`src/rtl/link_ser_pkg.sv`:
```
package link_ser_pkg;

    localparam int DWORD_BITS = 32;
    localparam int MIN_WIDTH  = 2;
    localparam int MAX_BEATS  = DWORD_BITS / MIN_WIDTH;
    localparam int CNT_W      = $clog2(MAX_BEATS);

    typedef enum logic [2:0] {
        WID_2  = 3'd0,
        WID_4  = 3'd1,
        WID_8  = 3'd2,
        WID_16 = 3'd3,
        WID_32 = 3'd4
    } width_code_e;

    typedef struct packed {
        logic [DWORD_BITS-1:0] bits;
        logic                  is_ctl;
    } dword_t;

    // Codes outside the defined set fall back to the 8-bit width.
    function automatic logic [CNT_W-1:0] last_beat_idx(input logic [2:0] code);
        logic [CNT_W-1:0] r;
        case (code)
            WID_2:   r = CNT_W'(DWORD_BITS / 2  - 1);
            WID_4:   r = CNT_W'(DWORD_BITS / 4  - 1);
            WID_16:  r = CNT_W'(DWORD_BITS / 16 - 1);
            WID_32:  r = CNT_W'(DWORD_BITS / 32 - 1);
            default: r = CNT_W'(DWORD_BITS / 8  - 1);
        endcase
        return r;
    endfunction

    function automatic logic [DWORD_BITS-1:0] lane_mask(input logic [2:0] code);
        logic [DWORD_BITS-1:0] m;
        case (code)
            WID_2:   m = DWORD_BITS'(32'h0000_0003);
            WID_4:   m = DWORD_BITS'(32'h0000_000F);
            WID_16:  m = DWORD_BITS'(32'h0000_FFFF);
            WID_32:  m = '1;
            default: m = DWORD_BITS'(32'h0000_00FF);
        endcase
        return m;
    endfunction

    function automatic logic [DWORD_BITS-1:0] advance(input logic [DWORD_BITS-1:0] v,
                                                      input logic [2:0] code);
        logic [DWORD_BITS-1:0] r;
        case (code)
            WID_2:   r = v >> 2;
            WID_4:   r = v >> 4;
            WID_16:  r = v >> 16;
            WID_32:  r = '0;
            default: r = v >> 8;
        endcase
        return r;
    endfunction

endpackage

```
`src/rtl/lsr_width_latch.sv`:
```
module lsr_width_latch
    import link_ser_pkg::*;
(
    input  logic       clk,
    input  logic       rst,
    input  logic       take,
    input  logic [2:0] req_code,
    output logic [2:0] act_code
);

    always_ff @(posedge clk) begin
        if (rst) begin
            act_code <= WID_8;
        end else if (take) begin
            act_code <= req_code;
        end
    end

endmodule

```
`src/rtl/lsr_beat_shifter.sv`:
```
module lsr_beat_shifter
    import link_ser_pkg::*;
(
    input  logic                  clk,
    input  logic                  rst,
    input  logic                  load,
    input  dword_t                in_word,
    input  logic [2:0]            load_code,
    input  logic [2:0]            run_code,
    output logic                  busy,
    output logic                  last,
    output logic [DWORD_BITS-1:0] shreg,
    output logic                  ctl
);

    logic [CNT_W-1:0] cnt;

    always_ff @(posedge clk) begin
        if (rst) begin
            busy  <= 1'b0;
            cnt   <= '0;
            shreg <= '0;
            ctl   <= 1'b1;
        end else if (load) begin
            busy  <= 1'b1;
            cnt   <= last_beat_idx(load_code);
            shreg <= in_word.bits;
            ctl   <= in_word.is_ctl;
        end else if (busy) begin
            shreg <= advance(shreg, run_code);
            if (cnt == '0) begin
                busy <= 1'b0;
            end else begin
                cnt <= cnt - 1'b1;
            end
        end
    end

    assign last = busy && (cnt == '0);

    // a dword in flight keeps counting its beats down by one.
    a_r3_beat_countdown: assert property (@(posedge clk) disable iff (rst)
        (busy && cnt != '0 && !load) |=> (busy && cnt == $past(cnt) - 1'b1));

    // the flag cannot move inside a dword.
    a_r5_flag_hold: assert property (@(posedge clk) disable iff (rst)
        (busy && cnt != '0) |=> $stable(ctl));

endmodule

```
`src/rtl/lsr_lane_mux.sv`:
```
module lsr_lane_mux
    import link_ser_pkg::*;
(
    input  logic                  busy,
    input  logic [DWORD_BITS-1:0] shreg,
    input  logic                  ctl,
    input  logic [2:0]            code,
    output logic [DWORD_BITS-1:0] lanes,
    output logic                  flag
);

    always_comb begin
        if (busy) begin
            lanes = shreg & lane_mask(code);
            flag  = ctl;
        end else begin
            lanes = '0;
            flag  = 1'b1;
        end
    end

endmodule

```
`src/rtl/link_serializer.sv`:
```
module link_serializer
    import link_ser_pkg::*;
(
    input  logic                  clk,
    input  logic                  rst,
    input  logic [2:0]            cfg_width,
    input  logic [DWORD_BITS-1:0] src_data,
    input  logic                  src_is_ctl,
    input  logic                  src_valid,
    output logic                  src_ready,
    output logic [DWORD_BITS-1:0] lane_out,
    output logic                  lane_ctl
);

    logic                  busy;
    logic                  last;
    logic                  load;
    logic [2:0]            act_code;
    logic [DWORD_BITS-1:0] shreg;
    logic                  ctl_q;
    dword_t                in_word;

    assign src_ready = !busy || last;
    assign load      = src_valid && src_ready;
    assign in_word   = '{bits: src_data, is_ctl: src_is_ctl};

    lsr_width_latch u_width (
        .clk      (clk),
        .rst      (rst),
        .take     (load),
        .req_code (cfg_width),
        .act_code (act_code)
    );

    lsr_beat_shifter u_shift (
        .clk       (clk),
        .rst       (rst),
        .load      (load),
        .in_word   (in_word),
        .load_code (cfg_width),
        .run_code  (act_code),
        .busy      (busy),
        .last      (last),
        .shreg     (shreg),
        .ctl       (ctl_q)
    );

    lsr_lane_mux u_mux (
        .busy  (busy),
        .shreg (shreg),
        .ctl   (ctl_q),
        .code  (act_code),
        .lanes (lane_out),
        .flag  (lane_ctl)
    );

    // the latched width holds for the rest of a dword.
    a_r6_width_hold: assert property (@(posedge clk) disable iff (rst)
        (busy && !last) |=> $stable(act_code));

    // idle beats carry null control traffic.
    a_r2_idle_pattern: assert property (@(posedge clk) disable iff (rst)
        !busy |-> (lane_out == '0 && lane_ctl && src_ready));

    // lanes above the active width stay quiet.
    a_r4_upper_quiet: assert property (@(posedge clk) disable iff (rst)
        busy |-> ((lane_out & ~lane_mask(act_code)) == '0));

    // a dword is taken on the edge after its last beat shows ready.
    a_r7_chain: assert property (@(posedge clk) disable iff (rst)
        (last && src_valid) |=> busy);

endmodule

```
`config.mk`:
```
export PLATFORM = sky130hd
export DESIGN_NAME = link_serializer
export DESIGN_NICKNAME = d
export VERILOG_FILES = /design/src/rtl/link_ser_pkg.sv /design/src/rtl/lsr_width_latch.sv /design/src/rtl/lsr_beat_shifter.sv /design/src/rtl/lsr_lane_mux.sv /design/src/rtl/link_serializer.sv
export SDC_FILE = /design/constraint.sdc
export NUM_CORES = 1
export LEC_CHECK = 0
export BUFFER_PORTS_ARGS = -buffer_cell sky130_fd_sc_hd__buf_2
export CAP_MARGIN = 0
export CELL_PAD_IN_SITES_DETAIL_PLACEMENT = 1
export CELL_PAD_IN_SITES_GLOBAL_PLACEMENT = 2
export CORE_ASPECT_RATIO = 0.6
export CORE_MARGIN = 2
export CORE_UTILIZATION = 30
export DETAILED_ROUTE_END_ITERATION = 8
export GPL_TIMING_DRIVEN = 0
export PLACE_DENSITY = 0.88
export SYNTH_ARGS = -nofsm -noshare
export SYNTH_HDL_FRONTEND = slang
export SYNTH_SLANG_ARGS = --single-unit
```
`constraint.sdc`:
```
create_clock -name clk -period 2.2 [get_ports clk]
set_clock_uncertainty 0.05 [all_clocks]
set_input_delay 0.44 -clock clk [delete_from_list [all_inputs] [get_ports clk]]
set_output_delay 0.44 -clock clk [all_outputs]
set_load 0.02 [all_outputs]
```
==> results of run 1 <==
cells by family (layout without fill, tap and decap cells):
logic type / Yosys count / in the layout / share of synthesized area (%)
simple gates: 135 / 135 / 26.8
buf+inv: 34 / 115 / 5.71
xor+xnor: 1 / 1 / 0.322
mux: 22 / 22 / 8.70
flops: 41 / 41 / 30.2
compound gates: 110 / 110 / 27.9
fa+ha+maj: 1 / 1 / 0.460
cell type report:
cell class	instances	area, sq um
well taps	112	140
clock inverters	1	5.00
flip-flops and latches	41	830
clock buffers	7	153
fillers	1069	5140
inverters	4	15.0
repair buffers	76	412
multi-input cells	269	1790
plain buffers	27	168
worst max-delay path, cell delays in order (launching register included):
cell and delay [ns]:
dfxtp_1 0.33, inv_1 0.10, ha_2 0.22, or3b_4 0.43, nand2_4 0.13, buf_4 0.15
cell usage after synthesis (all sizes together) (2+ instances only):
| master | instances | share of area, % |
|---|---|---|
| a22oi | 9 | 2.5 |
| and2 | 26 | 6.0 |
| mux2i | 9 | 3.3 |
| nand3b | 10 | 2.8 |
| nand2b | 2 | 0.46 |
| or3b | 2 | 0.74 |
| nand3 | 5 | 0.92 |
| buf | 16 | 3.2 |
| o21a | 7 | 1.9 |
| a32oi | 6 | 1.9 |
| nand4 | 2 | 0.46 |
| nand2 | 31 | 4.3 |
| a311oi | 4 | 2.2 |
| or2 | 2 | 0.46 |
| or3 | 2 | 0.46 |
| a31oi | 3 | 0.69 |
| nor3 | 12 | 2.2 |
| nor2 | 23 | 3.5 |
| clkbuf | 14 | 1.9 |
| o21ai | 40 | 7.4 |
| and3 | 11 | 2.5 |
| nor3b | 5 | 1.4 |
| mux2 | 13 | 5.4 |
| a22o | 10 | 3.2 |
| a221oi | 8 | 2.6 |
| inv | 4 | 0.55 |
| dfxtp | 41 | 30 |
| a21oi | 17 | 3.5 |
worst paths after layout:
kind | slack (ns) | to | cells after the start | start
hold / removal | 0.32 | u_shift.ctl$_SDFFE_PP1P_ | 3 | src_is_ctl
hold reg to reg | 0.42 | u_shift.ctl$_SDFFE_PP1P_ | 2 | u_shift.ctl$_SDFFE_PP1P_
setup / recovery | 0.06 | src_ready | 5 | u_shift.cnt[0]$_SDFFE_PP0P_
setup reg to reg | 0.07 | u_shift.shreg[29]$_SDFFE_PP0P_ | 8 | u_shift.cnt[0]$_SDFFE_PP0P_
stage by stage:
stage	worst slack, ns	utilization (%)	power [mW]
global route	-0.00925	40.6	2.40
finish	0.0610	40.6	2.30
CTS	0.000374	39.6	2.28
detailed placement	-0.318	37.1	1.47
floorplan	0.278	-	1.26
global placement	-0.193	37.1	1.45
metal layers:
layer  track usage (%)  wire [um]  share of wire, %
met2              31.7       4420                40
met5                 0          0                 0
met4              5.05         48              0.44
met1              35.0       5760                53
met3              4.21        697               6.4
power by group through the flow:
stage | logic (mW) | registers [mW] | clock network [mW]
after floorplan | 0.379 | 0.877 | 0
after global placement | 0.524 | 0.923 | 0
after detailed placement | 0.540 | 0.928 | 0
after CTS | 0.552 | 0.920 | 0.811
after global routing | 0.632 | 0.934 | 0.836
final | 0.577 | 0.925 | 0.796
sequential cells by signal, summed over array words and instances, names as in the netlist:
| name | cells |
|---|---|
| u_shift.ctl | 1 |
| u_shift.busy | 1 |
| u_shift.cnt | 4 |
| u_width.act_code | 3 |
| u_shift.shreg | 32 |
timing repair:
action / CTS / global route
gates resized for setup: 19 / 25
setup endpoints to repair: 31 / 25
pin swaps: 2 / 5
setup buffers: 1 / 4
==> reports/metrics.yaml, run 1 <==
cts_tree: "yes"
drtAntennaViolNets: 0
crit_path_end_kind: "output pin"
first_iter_violations: 191
rows: 26
syn_to_final_growth_pct: 29.1
grt_overflow: 0
yosysSeqAreaShare_pct: 30.2
syn_nets: 384
p_comb_share_pct: 25.1
die_w_um: 127
synth_cell_type_count: 46
layout-drive-gt1-share_pct: 32.9
diodes: 0
clkSlewWorstSetupHoldPaths_ns: 0.06
vias_per_cell: 5.60
start_util_pct: 31.4
pin_count: 73
hold_slack_ns: 0.322
die_h_um: 77.7
portBuffers: 71
place_inst: 527
power_density_mw_per_mm2: 655
grt_pass1_vias: 2947
drv_slew: 0
wl_per_cell_um: 20.4
ys_async_sr_fraction_pct: 0
design_area_sq_mm: 0.00351
p_leak_nw: 1.50
hold_path.class: "in -> reg"
status: "completed"
layout_common_cells: "buf_2 (74), dfxtp_1 (38), o21ai_0 (33)"
clkPwrFrac_pct: 34.6
root_buffer: "clkbuf_16"
drc: 0
via_count: 3005
max_freq_mhz: 467
power.internal_mw: 1.54
grt_pass1_wl_um: 17100
grtUsageTotal_pct: 22.6
layout.nets: 464
netlist_instances: 344
critical_path_peak_fanout: 6
path_class: "reg -> out"
crit_arrival_ns: 1.65
setup_viol: 0
routed_wirelength_um: 10900
sw_frac_of_total_pct: 32.9
gp_congestion: 0.901
fin_tns_setup_ns: 0
ys_ff_latch: 41
fin_crit_sh_pct: 97.2
seq_power_share_pct: 40.3
start_kind: "flip-flop"
placed_cell_area_sq_mm: 0.00321
max_cap_violations: 0
avgSynthCellArea_sq_um: 7.90
antenna_found_initial: 0
core_area_sq_mm: 0.00865
synth_edf_count: 0
p_sw_mw: 0.757
insertion_delay_ns: 0.29
max_slew_margin_pct: 55.8
tightest_slew_ns: 0.661
fp.dieArea_sq_mm: 0.00986
peakVddDrop_uv: 264
cts_buffer_depth: 2
period_minus_slack_ns: 2.14
dpl.hpwl_um: 8140
synth-main-ff-cell: "dfxtp_1"
final_hold_viol_count: 0
numClockSinks: 41
cp.required_ns: 1.71
dr.pass1.iters: 4
yosys_warnings: 0
grt_max_degree: 13
final_cells: 537
hold_buffers: 0
rsz0062_at_grt: "true"
synth_area_sq_mm: 0.00272
final_common_cell: "buf_2"
numCtsBuffers: 5
cts_htree_levels: 2
No activity file was read; power rests on OpenSTA's default activity.
==> run 2: changes to the inputs <==
--- a/config.mk
+++ b/config.mk
@@ -11,3 +11,3 @@
 export CELL_PAD_IN_SITES_GLOBAL_PLACEMENT = 2
-export CORE_ASPECT_RATIO = 0.6
+export CORE_ASPECT_RATIO = 1.75
 export CORE_MARGIN = 2
--- a/constraint.sdc
+++ b/constraint.sdc
@@ -4,2 +4,2 @@
 set_output_delay 0.44 -clock clk [all_outputs]
-set_load 0.02 [all_outputs]
+set_load 0.05 [all_outputs]
==> run 2 against run 1 <==
Sequential power shrank 0.4%. Critical path depth grew 1. Wire length is 1.9% lower. Clock power decreased by 7.7%. Clock-buffer cell count up 1. Critical endpoint is now lane_out[17].
==> reports/metrics.yaml, run 2 (synthesis results as in run 1) <==
status: "completed"
tightest_slew_ns: 0.671
power_density_mw_per_mm2: 632
largest_register_ffs: 32
die_w_um: 75.9
routed_wirelength_um: 10700
placed_cell_area_sq_mm: 0.00322
dpl.hpwl_um: 8180
fin_crit_sh_pct: 97.1
regMostFlops: "u_shift.shreg"
clkSlewWorstSetupHoldPaths_ns: 0.06
power.total_mw: 2.25
path_class: "reg -> out"
die_h_um: 130
critical_path_peak_fanout: 10
start_kind: "flip-flop"
via_count: 3030
highest_layer: "met4"
max_freq_mhz: 468
met1_length_um: 3950
layout-drive-gt1-share_pct: 31.2
wl_met3_um: 331
grt_overflow: 0
numClockSinks: 41
largestRegisters: "u_shift.shreg (32), u_shift.cnt (4), u_width.act_code (3)"
hold_path.class: "in -> reg"
layout.nets: 465
vias_per_cell: 5.55
gp_congestion: 0.856
portBuffers: 71
rows: 46
wl_met2_um: 6090
fp.dieArea_sq_mm: 0.00987
pin_count: 73
layout_common_cells: "buf_2 (60), dfxtp_1 (39), o21ai_0 (33)"
syn_to_final_growth_pct: 31.0
period_minus_slack_ns: 2.14
dr.pass1.iters: 4
grt_pass1_vias: 3151
diodes: 0
drtAntennaViolNets: 0
final_cells: 546
fin_util_pct: 39.9
hold_slack_ns: 0.311
setup_viol: 0
crit_path_end_kind: "output pin"
cts_buffer_depth: 2
cts_htree_levels: 2
numCtsBuffers: 5
design_area_sq_mm: 0.00356
place_inst: 535
crit_arrival_ns: 1.65
drc: 0
hold_buffers: 0
root_buffer: "clkbuf_16"
wl_per_cell_um: 19.6
max_slew_margin_pct: 55.2
final_hold_viol_count: 0
grtUsageTotal_pct: 21.9
cts_tree: "yes"
antenna_found_initial: 0
max_cap_violations: 0
core_area_sq_mm: 0.00892
first_iter_violations: 159
grt_max_degree: 12
cp.required_ns: 1.71
grt_pass1_wl_um: 17000
p_leak_nw: 1.49
peakVddDrop_uv: 397
start_util_pct: 30.5
drv_slew: 0
insertion_delay_ns: 0.29
final_common_cell: "buf_2"
run 2: critical path, cell delays in order (launching register included):
cell     delay (ns)
dfxtp_1        0.31
buf_6          0.14
nor2_4         0.15
and3_4         0.25
buf_4          0.12
and2_1         0.12
buf_2          0.26
run 2: path summary, 6_finish.rpt:
check / start / to / slack [ns] / depth (start not counted)
setup / recovery: u_width.act_code[0]$_SDFFE_PP0P_ / lane_out[17] / 0.06 / 6
hold / removal: src_is_ctl / u_shift.ctl$_SDFFE_PP1P_ / 0.31 / 3
setup reg to reg: u_shift.cnt[0]$_SDFFE_PP0P_ / u_shift.shreg[24]$_SDFFE_PP0P_ / 0.22 / 7
hold reg to reg: u_shift.ctl$_SDFFE_PP1P_ / u_shift.ctl$_SDFFE_PP1P_ / 0.42 / 2
run 2: cell type report:
type                       count  area (sq um)
tap                          120           150
sequential                    41           828
multi-input combinational    269          1790
buffer                        28           176
inverter                       4          15.0
fill                        1101          5360
clock buffer                   8           136
timing repair buffer          76           467
run 2: power by group:
part	switching (mW)	leakage (nW)	internal [mW]	total, mW
Combinational	0.342	1.09	0.252	0.595
Clock	0.312	0.0652	0.423	0.735
Sequential	0.110	0.339	0.812	0.921
run 2: routing by layer:
metal / up-vias / GRT usage [%]
li1: 1423 / -
met4: 0 / 9.20
met2: 85 / 43.5
met1: 1496 / 23.2
met5: - / 0
met3: 26 / 2.42
run 2: stage by stage:
stage	TNS (ns)	setup slack [ns]
2_1_floorplan	-0.523	-0.262
3_3_place_gp	-3.50	-0.217
3_5_place_dp	-4.53	-0.298
4_1_cts	0	0.00726
5_1_grt	-0.116	-0.0211
6_report	0	0.0637
run 2: timing repair:
action / CTS / global route
pin swaps: 2 / 3
cloned: 0 / 0
setup endpoints to repair: 31 / 29
buffers inserted: 2 / 3
resized for setup: 41 / 20
==> run 3: changes to the inputs <==
- HOLD_SLACK_MARGIN: unset -> 0.06
- clock period: 2.2 -> 2.35 ns (I/O delays scaled with it)
==> run 3 against run 2 <==
Sequential cell count unchanged. Combinational power fell by 8.7%. Global-route usage decreased by 0.25 points. Clock power shrank 6.1%. First-iteration DRC count fell by 9.4%. Die area did not move. Register-to-register slack about the same. Worst hold slack gained 0.031 ns. Largest cell class unchanged. Highest routed layer unchanged.
==> reports/metrics.yaml, run 3 (synthesis results as in run 1) <==
path_class: "reg -> out"
period_minus_slack_ns: 2.28
layout-drive-gt1-share_pct: 30.4
die_w_um: 75.9
crit_path_max_incr_delay_ns: 0.30
rows: 46
final_hold_viol_count: 0
grtUsageTotal_pct: 21.6
largestRegisters: "u_shift.shreg (32), u_shift.cnt (4), u_width.act_code (3)"
drv_slew: 0
fin_crit_sh_pct: 96.9
via_count: 3013
grt_pass1_vias: 3107
dpl.hpwl_um: 8180
fin_tns_setup_ns: 0
cts_tree: "yes"
met1_length_um: 4050
final_common_cell: "buf_2"
ff2ff_path_depth: 8
pin_count: 73
wl_met3_um: 261
largest_register_ffs: 32
vias_per_cell: 5.54
final_cells: 544
insertion_delay_ns: 0.29
max_freq_mhz: 439
routed_wirelength_um: 10600
cp_slowest_cell: "dfxtp_1"
numClockSinks: 41
clkSlewWorstSetupHoldPaths_ns: 0.06
layout.nets: 463
p_leak_nw: 1.46
max_cap_violations: 0
first_iter_violations: 144
portBuffers: 71
numCtsBuffers: 5
max_slew_margin_pct: 54.3
crit_chain: "clkbuf_4 > nor2_4 > buf_12 > nand2_1 > a21oi_4 > and2_1 > buf_4"
highest_layer: "met4"
wl_per_cell_um: 19.4
diodes: 0
seqCellArea_sq_um: 823
regMostFlops: "u_shift.shreg"
power_density_mw_per_mm2: 602
grt_pass1_wl_um: 16800
start_util_pct: 30.5
grt_overflow: 0
tightest_slew_ns: 0.683
hold_path.class: "in -> reg"
peakVddDrop_uv: 306
multiInputGateArea_sq_mm: 0.00177
drtAntennaViolNets: 0
crit_path_end_kind: "output pin"
cts_buffer_depth: 2
layout_common_cells: "buf_2 (63), dfxtp_1 (39), o21ai_0 (33)"
gp_congestion: 0.856
syn_to_final_growth_pct: 28.1
whs_path_depth: 3
die_h_um: 130
n_fill_cell: 1120
cts_htree_levels: 2
drc: 0
place_inst: 535
grt_max_degree: 12
core_area_sq_mm: 0.00892
antenna_found_initial: 0
status: "completed"
crit_arrival_ns: 1.76
critical_path_peak_fanout: 10
cp.required_ns: 1.83
root_buffer: "clkbuf_16"
setup_viol: 0
wl_met2_um: 5960
fp.dieArea_sq_mm: 0.00987
start_kind: "flip-flop"
dr.pass1.iters: 4
fin_util_pct: 39.0
-- run 3: cell types whose count changed in the layout (fill, tap and decap cells not counted), moves of 2 or more --
cell | before | now
buf_2 | 60 | 63
buf_6 | 9 | 1
buf_4 | 20 | 24
dfxtp_2 | 0 | 2
dfxtp_4 | 2 | 0
-- run 3: area by class of cell --
class                           instances  share of cell area (%)
Buffer                                 27                    4.03
Inverter                                4                   0.431
Tap cell                              120                    4.31
Clock buffer                            8                    3.92
Multi-Input combinational cell        269                    50.9
Timing Repair Buffer                   75                    12.8
Sequential cell                        41                    23.7
-- run 3: stage by stage --
stage          hold WS [ns]  power, mW  instance area [sq um]  worst slack (ns)
6_report              0.342       2.10                   3480            0.0738
5_1_grt               0.361       2.19                   3480         -0.000560
4_1_cts               0.342       2.08                   3430            0.0100
3_5_place_dp          0.412       1.39                   3220            -0.178
3_3_place_gp          0.395       1.38                   3220           -0.0974
2_1_floorplan         0.378       1.20                   2720            -0.142
-- run 3: worst max-delay path, delay by kind of cell (launching register included) --
family / cells / cell delay [ns]
compound gates: 1 / 0.24
flops: 1 / 0.30
buf+inv: 3 / 0.50
simple gates: 3 / 0.43
-- run 3: power by group --
part	total (mW)	switching (mW)	internal, mW
clock	0.690	0.294	0.396
sequential	0.863	0.102	0.760
combinational	0.543	0.317	0.226
-- run 3: final timing paths --
path                                                        from                        endpoint  slack (ns)
worst max-delay path            u_width.act_code[0]$_SDFFE_PP0P_                    lane_out[13]        0.07
worst max register to register       u_shift.cnt[0]$_SDFFE_PP0P_  u_shift.shreg[28]$_SDFFE_PP0P_        0.22
worst min register to register          u_shift.ctl$_SDFFE_PP1P_        u_shift.ctl$_SDFFE_PP1P_        0.42
worst min-delay path                                  src_is_ctl        u_shift.ctl$_SDFFE_PP1P_        0.34
-- run 3: what timing repair did --
action	in CTS	in global routing
hold buffers	0	0
gates resized for setup	31	5
setup buffers	0	4
pin swaps	1	1
setup endpoints to repair	31	24
-- run 3: per-layer routing --
| layer | global-route usage, % | vias to the layer above |
|---|---|---|
| met1 | 22.9 | 1514 |
| met2 | 43.3 | 61 |
| met4 | 8.77 | 0 |
| met3 | 2.35 | 20 |
| met5 | 0 | - |
| li1 | - | 1418 |
